### config.mk
export PLATFORM = sky130hd
export DESIGN_NAME = hsrx_queue
export DESIGN_NICKNAME = d
export VERILOG_FILES = /design/src/rtl/hsrx_pkg.sv /design/src/rtl/hsrx_store.sv /design/src/rtl/hsrx_idle_timer.sv /design/src/rtl/hsrx_flow.sv /design/src/rtl/hsrx_queue.sv
export SDC_FILE = /design/constraint.sdc
export NUM_CORES = 1
export LEC_CHECK = 0
export ABC_CLOCK_PERIOD_IN_PS = 3500
export BUFFER_PORTS_ARGS = -buffer_cell sky130_fd_sc_hd__clkbuf_2
export CAP_MARGIN = 30
export CORE_ASPECT_RATIO = 1.25
export CORE_MARGIN = 3
export CORE_UTILIZATION = 36
export DETAILED_ROUTE_END_ITERATION = 8
export SLEW_MARGIN = 20
export SYNTH_ARGS = -nofsm -noshare
export SYNTH_HDL_FRONTEND = slang
export SYNTH_SLANG_ARGS = --single-unit
export TNS_END_PERCENT = 20
### constraint.sdc
create_clock -name clk -period 3.5 [get_ports clk]
set_input_delay 0.175 -clock clk [delete_from_list [all_inputs] [get_ports clk]]
set_output_delay 0.175 -clock clk [all_outputs]
set_load 0.005 [all_outputs]
### src/rtl/hsrx_pkg.sv
package hsrx_pkg;

  localparam int WORD_W    = 32;
  localparam int EMPTY_BIT = 8;
  localparam int FERR_BIT  = 9;
  localparam int BRK_BIT   = 10;

  typedef struct packed {
    logic       brk;
    logic       ferr;
    logic [7:0] data;
  } rx_char_t;

  // fill threshold for the receive trigger, codes 6/7 saturate at 48
  function automatic logic [7:0] trig_fill(input logic [2:0] sel);
    case (sel)
      3'd0:    return 8'd1;
      3'd1:    return 8'd4;
      3'd2:    return 8'd8;
      3'd3:    return 8'd16;
      3'd4:    return 8'd32;
      default: return 8'd48;
    endcase
  endfunction

  // fill at which flow control tells the far end to pause
  function automatic logic [7:0] flow_fill(input logic [1:0] sel);
    case (sel)
      2'd0:    return 8'd8;
      2'd1:    return 8'd16;
      2'd2:    return 8'd32;
      default: return 8'd48;
    endcase
  endfunction

  // inactivity limit in character times, 0 means disabled
  function automatic logic [4:0] idle_chars(input logic [1:0] sel);
    case (sel)
      2'd0:    return 5'd0;
      2'd1:    return 5'd4;
      2'd2:    return 5'd8;
      default: return 5'd16;
    endcase
  endfunction

  function automatic logic [WORD_W-1:0] pack_word(input logic empty, input rx_char_t c);
    logic [WORD_W-1:0] w;
    w = '0;
    if (empty) begin
      w[EMPTY_BIT] = 1'b1;
    end else begin
      w[7:0]      = c.data;
      w[FERR_BIT] = c.ferr;
      w[BRK_BIT]  = c.brk;
    end
    return w;
  endfunction

endpackage

### src/rtl/hsrx_store.sv
module hsrx_store
  import hsrx_pkg::*;
#(
  parameter int DEPTH = 64,
  localparam int AW = $clog2(DEPTH),
  localparam int CW = $clog2(DEPTH + 1)
) (
  input  logic          clk,
  input  logic          rst_n,
  input  logic          wr_req,
  input  rx_char_t      wr_char,
  input  logic          rd_req,
  output rx_char_t      head,
  output logic [CW-1:0] level,
  output logic          full,
  output logic          empty
);

  rx_char_t        mem [DEPTH];
  logic [AW-1:0]   wp, rp;
  logic            do_wr, do_rd;

  function automatic logic [AW-1:0] bump(input logic [AW-1:0] p);
    return (p == AW'(DEPTH - 1)) ? '0 : p + 1'b1;
  endfunction

  assign full  = (level == CW'(DEPTH));
  assign empty = (level == '0);
  assign do_wr = wr_req && !full;
  assign do_rd = rd_req && !empty;
  assign head  = mem[rp];

  always_ff @(posedge clk) begin
    if (do_wr) mem[wp] <= wr_char;
  end

  always_ff @(posedge clk or negedge rst_n) begin
    if (!rst_n) begin
      wp    <= '0;
      rp    <= '0;
      level <= '0;
    end else begin
      if (do_wr) wp <= bump(wp);
      if (do_rd) rp <= bump(rp);
      case ({do_wr, do_rd})
        2'b10:   level <= level + 1'b1;
        2'b01:   level <= level - 1'b1;
        default: level <= level;
      endcase
    end
  end

endmodule

### src/rtl/hsrx_idle_timer.sv
module hsrx_idle_timer
  import hsrx_pkg::*;
#(
  parameter int OVERSAMPLE = 14,
  parameter int CHAR_BITS  = 10,
  localparam int TPC = OVERSAMPLE * CHAR_BITS,
  localparam int TW  = $clog2(TPC)
) (
  input  logic       clk,
  input  logic       rst_n,
  input  logic       os_tick,
  input  logic       restart,
  input  logic [1:0] sel,
  input  logic       occupied,
  output logic       expired
);

  logic [TW-1:0] tick_cnt;
  logic [4:0]    chars;
  logic [4:0]    limit;
  logic          char_done;

  assign limit     = idle_chars(sel);
  assign char_done = os_tick && (tick_cnt == TW'(TPC - 1));

  always_ff @(posedge clk or negedge rst_n) begin
    if (!rst_n) begin
      tick_cnt <= '0;
      chars    <= '0;
    end else if (restart) begin
      tick_cnt <= '0;
      chars    <= '0;
    end else if (os_tick) begin
      if (char_done) begin
        tick_cnt <= '0;
        if (chars != 5'd16) chars <= chars + 1'b1;
      end else begin
        tick_cnt <= tick_cnt + 1'b1;
      end
    end
  end

  assign expired = (sel != 2'd0) && occupied && (chars >= limit);

endmodule

### src/rtl/hsrx_flow.sv
module hsrx_flow
  import hsrx_pkg::*;
#(
  parameter int CW = 7
) (
  input  logic [CW-1:0] level,
  input  logic [2:0]    trig_sel,
  input  logic          flow_en,
  input  logic [1:0]    flow_sel,
  input  logic          flow_inv,
  output logic          trig_hit,
  output logic          rts_out
);

  logic [7:0] lvl8;
  logic       room;

  assign lvl8     = 8'(level);
  assign trig_hit = (lvl8 >= trig_fill(trig_sel));
  assign room     = !flow_en || (lvl8 < flow_fill(flow_sel));
  assign rts_out  = room ^ flow_inv;

endmodule

### src/rtl/hsrx_queue.sv
module hsrx_queue
  import hsrx_pkg::*;
#(
  parameter int DEPTH      = 64,
  parameter int OVERSAMPLE = 14,
  parameter int CHAR_BITS  = 10,
  localparam int CW = $clog2(DEPTH + 1)
) (
  input  logic          clk,
  input  logic          rst_n,
  input  logic          os_tick,
  input  logic          rx_valid,
  input  logic [7:0]    rx_data,
  input  logic          rx_ferr,
  input  logic          rx_brk,
  input  logic [31:0]   ctrl,
  input  logic          rd_en,
  output logic [31:0]   rd_word,
  output logic [CW-1:0] fill_level,
  output logic          trig_irq,
  output logic          timeout_irq,
  output logic          overrun_irq,
  output logic          rts_out,
  output logic [4:0]    sample_phase
);

  // decoded control fields
  logic [2:0] trig_sel;
  logic [1:0] idle_sel;
  logic       flow_en;
  logic [1:0] flow_sel;
  logic       flow_inv;
  logic       unused_ctrl;

  assign trig_sel     = ctrl[4:2];
  assign idle_sel     = ctrl[17:16];
  assign flow_en      = ctrl[18];
  assign flow_sel     = ctrl[20:19];
  assign flow_inv     = ctrl[21];
  assign sample_phase = ctrl[13:9];
  assign unused_ctrl  = ^{ctrl[31:22], ctrl[15:14], ctrl[8:5], ctrl[1:0]};

  // internal events, named for the checker
  rx_char_t in_char;
  rx_char_t head;
  logic     q_full, q_empty;
  logic     drop_evt;
  logic     restart_evt;

  assign in_char     = '{brk: rx_brk, ferr: rx_ferr, data: rx_data};
  assign drop_evt    = rx_valid && q_full;
  assign restart_evt = rx_valid || rd_en;

  hsrx_store #(.DEPTH(DEPTH)) u_store (
    .clk     (clk),
    .rst_n   (rst_n),
    .wr_req  (rx_valid),
    .wr_char (in_char),
    .rd_req  (rd_en),
    .head    (head),
    .level   (fill_level),
    .full    (q_full),
    .empty   (q_empty)
  );

  hsrx_idle_timer #(.OVERSAMPLE(OVERSAMPLE), .CHAR_BITS(CHAR_BITS)) u_timer (
    .clk      (clk),
    .rst_n    (rst_n),
    .os_tick  (os_tick),
    .restart  (restart_evt),
    .sel      (idle_sel),
    .occupied (!q_empty),
    .expired  (timeout_irq)
  );

  hsrx_flow #(.CW(CW)) u_flow (
    .level    (fill_level),
    .trig_sel (trig_sel),
    .flow_en  (flow_en),
    .flow_sel (flow_sel),
    .flow_inv (flow_inv),
    .trig_hit (trig_irq),
    .rts_out  (rts_out)
  );

  always_ff @(posedge clk or negedge rst_n) begin
    if (!rst_n) overrun_irq <= 1'b0;
    else        overrun_irq <= drop_evt;
  end

  assign rd_word = pack_word(q_empty, head);

endmodule

==> results list, run 1 <==
- Status: completed
- Yosys mapped a number of flops with a built-in enable equal to 640.
* Final setup viols: 0
- The first TritonRoute pass finished after 5 iterations.
- The repair_antennas step left the layout with diodes totalling 0.
* Routed Wire Length: 62900 microns
- Worst setup slack after placement: 0.362 ns
* Synth warnings: 0
- Register area share after synthesis: 73.6%
* First-iteration detailed-routing DRC count: 1020
- Worst min-delay path category: input pin to flip-flop
* Final std cells w/o fill: 2580
- Worst EP required: 3.32 ns
- Clock sinks: 673
- The number of antenna violations at the first check in global routing came to 2.
* Count of nets after finishing: 1625
- At the worst endpoint, the arrival time is 3.26 ns.
* Clk pin slew, worst setup/hold paths: 0.07 ns
- The detailed router placed 13600 vias in this run.
- Cells fill 42.0% of the core in the end.
* Final instance area: 31400 sq um
- Most frequent standard cell in the layout excluding fill and tap cells: edfxtp_1
* Number of clock buffers inserted by TritonCTS: 60
- The H-tree was split into 2 levels.
* Die X-Extent: 252 microns
- Synthesis-to-finish area growth: 15.3%
- Final GP Congestion: 0.801
- Measured in cells, the most critical reg-to-reg path has a length of 10.
- Final hold analysis gives a worst-case slack of 0.0569 ns.
- Site row count: 112
* Post-synthesis instance total: 1389
* Global-route congestion overflow total: 0
- Max-capacitance violation count: 0
- Post-Route Skew: 0.0225 ns
- Across the VDD grid, the largest voltage drop is 0.443 mV.
* Number of remaining DRC errors: 0
- After synthesis the netlist holds a flip-flop and latch count of 673.
* Core Region: 74800 sq um
- The setup path with the least slack is of type flip-flop to output pin.
- Summed over all cells, the static leakage comes to 10.4 nW.
- Largest driver fanout on the critical path: 9
- The number of max-slew violations in the final report is 0.
- Design Power: 23.3 mW
* Number of routed nets with antenna violations: 0
* Count of buffers from port buffering: 45
* Placed insts: 2449
- Leading register cell type out of synthesis: edfxtp_1
- Min Tclk post-route: 3.43 ns
- Clock latency on the worst-skew pair, taken at its later pin, is 0.63 ns.
- Counting flops with an async set or reset pin after synthesis yields a share of 4.90%.
- The wire-length estimate of the detail-placed layout is 40100 microns.
- Fraction of layout instances using a drive strength above 1: 27.7%
* Final worst-path cycle share: 98.1%
* Initial core utilization: 36.4%
* Pwr Density: 743 nW/um^2
* Worst Hold Depth: 4
- Transition at the pin with the smallest max-transition slack: 0.914 ns
- Worst setup slack after layout: 0.0669 ns
- Kind of launch point of the worst setup path: flip-flop
- The worst setup path is captured at an output pin.
- Hold Fails Final Rpt: 0
- First-pass GRT wire length: 92300 microns
* I/O pin cnt: 95
- The root buffer cell chosen for the clock tree is clkbuf_16.
- In the final routed layout, each cell accounts on average for 24.4 microns.
- Longest Clk Path Bufs: 3
- Final TNS setup: 0 ns
* Slew margin rel.: 39.0%
* Die Footprint: 79000 sq um
- Post-Synthesis Mean Instance Area: 19.6 sq um
- Entering global routing, the biggest net connects 59 pins.
* Max Clock Freq: 291 MHz
- From bottom edge to top edge, the die measures 314 microns.
* Post-synth design cell area: 27200 sq um
- Leading cell types in the layout, fill and taps excluded: edfxtp_1 (640), mux4_2 (146), buf_4 (121)
- Summing all placed instances gives a cell area of 29100 sq um.
* Clock tree from TritonCTS: done
* Per-cell via count in the routed design: 5.26
- Vias in the first global route: 14100
* Distinct cells, synth: 70
- All-Layer GR Usage: 15.8%
==> worst max-delay path, cell delays in order (launching register included) <==
cell and delay, ns:
dfrtp_4 0.56, buf_6 0.15, clkbuf_16 0.17, mux4_2 0.53
mux4_2 0.53, nor2_2 0.10, and4b_2 0.27, a31o_1 0.21
clkbuf_2 0.11
==> cell type report <==
type	instances	area (sq um)
repair buffers	185	1490
clock inverters	36	318
flip-flops and latches	673	20100
inverters	16	63.8
multi-input cells	624	6620
clock buffers	77	1650
fillers	6558	43400
well taps	969	1210
==> flip-flops by register name, summed over array words and instances (netlist names) <==
signal and cells:
u_store.rp 6, u_timer.chars 5, overrun_irq 1, u_timer.tick_cnt 8, u_store.level 7, u_store.mem 640, u_store.wp 6
==> routing by layer <==
layer	wire (microns)	GRT usage [%]	part of all wire, %	up-vias
met5	13	0	0.021	-
met4	2000	5.46	3.2	2
met3	3240	2.52	5.1	96
met2	33100	28.2	53	398
met1	24600	19.6	39	7122
li1	-	-	-	5946
==> cell families (layout without fill, tap and decap cells) <==
logic type	after synthesis	count (layout)	share of synthesized area (%)
AOI/OAI and AO/OA	111	111	2.84
buffers and inverters	112	314	2.59
and+or+nand+nor	228	228	3.91
DFF	673	673	73.6
adders and majority gates	18	18	0.827
other	1	21	0.0138
muxes	222	222	15.5
xor gates and xnor gates	24	24	0.772
==> repair_timing <==
action                                  in CTS  in global routing
hold buffers                                 3                  0
setup buffers                                5                  6
gates cloned                                 0                  2
gates resized for setup                     10                 18
endpoints found under the setup margin       9                 10
endpoints found under the hold margin       37                  0
==> power breakdown <==
group / internal [mW] / switching, mW
clock network: 3.69 / 2.85
logic: 3.34 / 3.92
registers: 9.15 / 0.367
==> path summary, 6_finish.rpt <==
check,from,to,slack (ns)
max in group asynchronous,rst_n,u_store.rp[0],2.88
setup reg to reg,u_store.level[2],u_store.level[6],0.53
setup / recovery,u_store.rp[0],rd_word[2],0.07
min in group asynchronous,rst_n,u_timer.chars[1],0.09
hold / removal,rd_en,u_timer.chars[4],0.06
hold reg to reg,u_timer.tick_cnt[1],u_timer.tick_cnt[1],0.55
==> synthesized netlist by cell type (13+ instances only) <==
library cell | n | area [sq um]
ha_1 | 18 | 225
mux4_1 | 13 | 342
mux4_2 | 142 | 3200
nor2_1 | 104 | 390
o21ai_0 | 19 | 95.1
inv_1 | 15 | 56.3
clkbuf_1 | 24 | 90.1
mux2i_1 | 63 | 631
edfxtp_1 | 640 | 19200
buf_2 | 13 | 65.1
nand3_1 | 23 | 115
buf_4 | 37 | 278
nand2_1 | 46 | 173
xnor2_1 | 13 | 114
dfrtp_1 | 33 | 826
a21oi_1 | 17 | 85.1
(Power assumes the default switching activity.)
==> inputs of run 2 (changes only) <==
SYNTH_HIERARCHICAL = 1   (was unset)
==> results list, run 2 <==
* First-pass GRT wire length: 93000 microns (+0.80%)
- First-iteration detailed-routing DRC count: 1100 (+7.8%)
- The chip width was 252 microns (about the same).
- Master cell of the clock root buffer: clkbuf_16
- The number of placed instances, taps included came to 2461 (+0.49%).
- The total half-perimeter wirelength after legalization and detailed placement was 41200 microns (+2.9%).
* Core Region: 74800 sq um (unchanged)
* I/O pin cnt: 95 (unchanged)
- Min Tclk post-route: 3.44 ns (+0.00236 ns)
- The gate count of the mapped netlist was 1426 (+2.7%).
- Routed Wire Length: 62500 microns (-0.62%)
- The synthesis warning total was 6 (+6).
- Among all cell types in the netlist, the one instantiated most often is edfxtp_1.
* Global-route congestion overflow total: 0 (unchanged)
- Vias in the first global route: 14400 (+2.0%)
- The placer's final routability congestion estimate was 0.805 (+0.47%).
- DR pass1 iterations: 5 (unchanged)
* Highest-utilization routing layer at the global route stage: met2
- Clock sinks: 673 (unchanged)
* Leading cell types by total area after synthesis: edfxtp_1 (70%), mux4_2 (12%), dfrtp_1 (3.0%)
* Per-cell via count in the routed design: 5.34 (+1.5%)
* Count of fill cells added during filler insertion: 6529 (-0.44%)
- Setup repair after global routing could not meet its margin everywhere.
- Count of nets after finishing: 1652 (+1.7%)
- The flip-flop count of the largest register after layout came to 640 (unchanged).
* Biggest register: u_store/mem
- STA classifies the critical path startpoint as a flip-flop.
- The total power density per cell area was 734 nW/um^2 (-1.2%).
- The pin count of the biggest net entering global routing was 61 (+3.4%).
- The count of flip-flops with a built-in enable after synthesis came to 640 (unchanged).
- Worst setup slack after layout: 0.0646 ns (-0.00236 ns)
* Initial core utilization: 36.4% (about the same)
- The met3 track demand over resource is 2.76% (+0.24 points).
- The fraction of synthesized area in multiplexers came to 14.3% (-1.2 points).
* Synth Area in Compound Gates: 3.74% (+0.89 points)
- The library cells used most frequently in the layout, excluding fill and tap cells, are edfxtp_1 (640), mux4_2 (144), buf_4 (102).
- Slew margin rel.: 33.1% (-5.9 points)
- The worst setup timing slack at the placement stage is 0.203 ns (-0.159 ns).
* Register area share after synthesis: 73.5% (about the same)
- The maximum number of buffers from clock root to sink is 3 (unchanged).
- Post-Route Skew: 0.0159 ns (-0.00666 ns)
* Antenna violations before repair: 1 (-1)
- The final count of hold timing violations is 0 (unchanged).
- Met1 demand-to-capacity share in global routing: 19.6% (-0.022 points)
- The proportion of layout cells with a drive suffix above 1 was 27.6% (-0.16 points).
- The cell area after synthesis was 27300 sq um (about the same).
- Area fraction of the dominant cell type after synthesis: 70.5% (about the same)
- The ratio of final minimum period to clock period came to 98.2% (about the same).
- Fraction of synthesis flops using an asynchronous set or reset pin: 4.90% (unchanged)
- All-Layer GR Usage: 15.8% (-0.060 points)
- The number of max-cap violations is 0 (unchanged).
* Sort of element at the end of the critical path: output pin
- Clock tree from TritonCTS: done
- The residual antenna-violating net count after detailed routing came to 0 (unchanged).
- Clk pin slew, worst setup/hold paths: 0.06 ns (about the same)
* Number of remaining DRC errors: 0 (unchanged)
- The worst-case vdd ir drop was 0.490 mV (+11%).
* Signal arrival time at the worst endpoint: 3.26 ns (about the same)
- The routed wire length per instance came to 24.0 microns (-1.5%).
* Largest driver fanout on the critical path: 8 (-1)
- The total clock buffers created by CTS is 61 (+1.7%).
* Pins over their slew limit: 0 (unchanged)
* Final setup viols: 0 (unchanged)
- The clock network latency to the later pin of the worst-skew pair was 0.62 ns (about the same).
- Die Ht: 314 microns (about the same)
- Site row count: 112 (unchanged)
* Die Footprint: 79100 sq um (about the same)
- Worst EP required: 3.32 ns (about the same)
* Dominant combinational cell family by area after synthesis: multiplexers
- The most used flip-flop cell after synthesis is edfxtp_1.
- Distinct cells, synth: 69 (-1.4%)
* Xor/xnor share of the synthesized area: 0.418% (-0.35 points)
- Most frequent standard cell in the layout excluding fill and tap cells: edfxtp_1
* Global routing met2 resource utilization: 28.1% (-0.094 points)
- In this run the worst hold path is classified as input pin to flip-flop.
- From synthesis to final layout, the design area changed by 15.0%.
- Number of flip-flops and latches in the synthesized netlist: 673 (unchanged)
- Sorting the synthesized cells by how often they occur yields edfxtp_1 (640), mux4_2 (144), nor2_1 (105).
- Antenna diode count: 0 (unchanged)
- Max Clock Freq: 291 MHz (about the same)
* Post-synthesis simple-gate area fraction: 4.40% (+0.48 points)
* Count of buffers from port buffering: 45 (unchanged)
- The adder-cell share of the synthesized area was 1.04% (+0.21 points).
* Final std cells w/o fill: 2604 (+0.93%)
- Standby leakage power: 10.4 nW (-0.41%)
- Post-Synthesis Mean Instance Area: 19.1 sq um (-2.5%)
* Class of the most critical setup path: flip-flop to output pin
- Top Registers: u_store/mem (640), u_timer/tick_cnt (8), u_store/level (7)
- Via count: 13900 (+2.5%)
- The biggest area contributor in the post-synthesis netlist is edfxtp_1.
* Status: completed
- H-tree Lvls: 2 (unchanged)
- The slew of the pin with the lowest slew margin was 1.00 ns (+0.0852 ns).
[run 2: layout make-up]
| cell class | count | area, sq um | share of cell area, % |
|---|---|---|---|
| timing repair buffer | 172 | 1380 | 4.41 |
| multi-input combinational | 648 | 6640 | 21.2 |
| sequential | 673 | 20100 | 63.9 |
| clock inverter | 39 | 363 | 1.16 |
| tap | 969 | 1210 | 3.87 |
| clock buffer | 76 | 1610 | 5.15 |
| inverter | 27 | 101 | 0.323 |
[run 2: what timing repair did]
item	CTS	global route
setup endpoints to repair	10	11
setup buffers	5	4
hold buffers	4	1
pin swaps	0	2
resized for setup	5	12
gates cloned	0	0
endpoints found under the hold margin	41	6
[run 2: kinds of logic after synthesis]
group,after synthesis
xor+xnor,13
compound gates,145
buf+inv,125
other cells,1
simple gates,238
fa+ha+maj,22
mux,209
flops,673
[run 2: stage by stage]
step                utilization (%)  setup TNS, ns  hold WS [ns]  cell area [sq um]  power, mW
floorplan                         -              0        -0.121              27300       14.1
global placement               38.3              0         0.336              28700       16.2
detailed placement             38.8              0         0.350              29000       16.4
CTS                            41.6              0        0.0304              31100       23.2
global route                   41.9        -0.0129        0.0733              31400       24.0
finish                         41.9              0        0.0594              31400       23.0
[run 2: routing by layer]
layer / vias to the layer above / wire length [microns] / part of all wire, %
li1: 6049 / - / -
met1: 7348 / 24700 / 40
met2: 401 / 32800 / 52
met3: 103 / 3230 / 5.2
met4: 0 / 1780 / 2.9
met5: - / 0 / 0
[run 2: critical path: stages, from the launching register on]
cell	delay [ns]
dfrtp_4	0.41
buf_12	0.17
buf_12	0.13
buf_4	0.15
mux4_2	0.52
mux2i_1	0.38
nor2_1	0.08
a311oi_1	0.31
o21ai_1	0.20
nor2b_4	0.16
clkbuf_2	0.11
[run 2: worst paths after layout]
path                                        from                to  slack (ns)  depth (start not counted)
worst max-delay path               u_store/rp[1]        rd_word[6]        0.06                         10
min in group asynchronous                  rst_n  u_store/level[3]        0.10                          2
worst min register to register  u_timer/chars[4]  u_timer/chars[4]        0.58                          2
worst min-delay path                       rd_en     u_store/rp[2]        0.06                          4
worst max register to register  u_store/level[4]  u_store/level[6]        0.29                         11
max in group asynchronous                  rst_n  u_timer/chars[3]        2.91                          3
[run 2: report_power, final]
group	internal (mW)	switching (mW)
clock	3.71	2.89
combinational	3.24	3.66
sequential	9.16	0.354
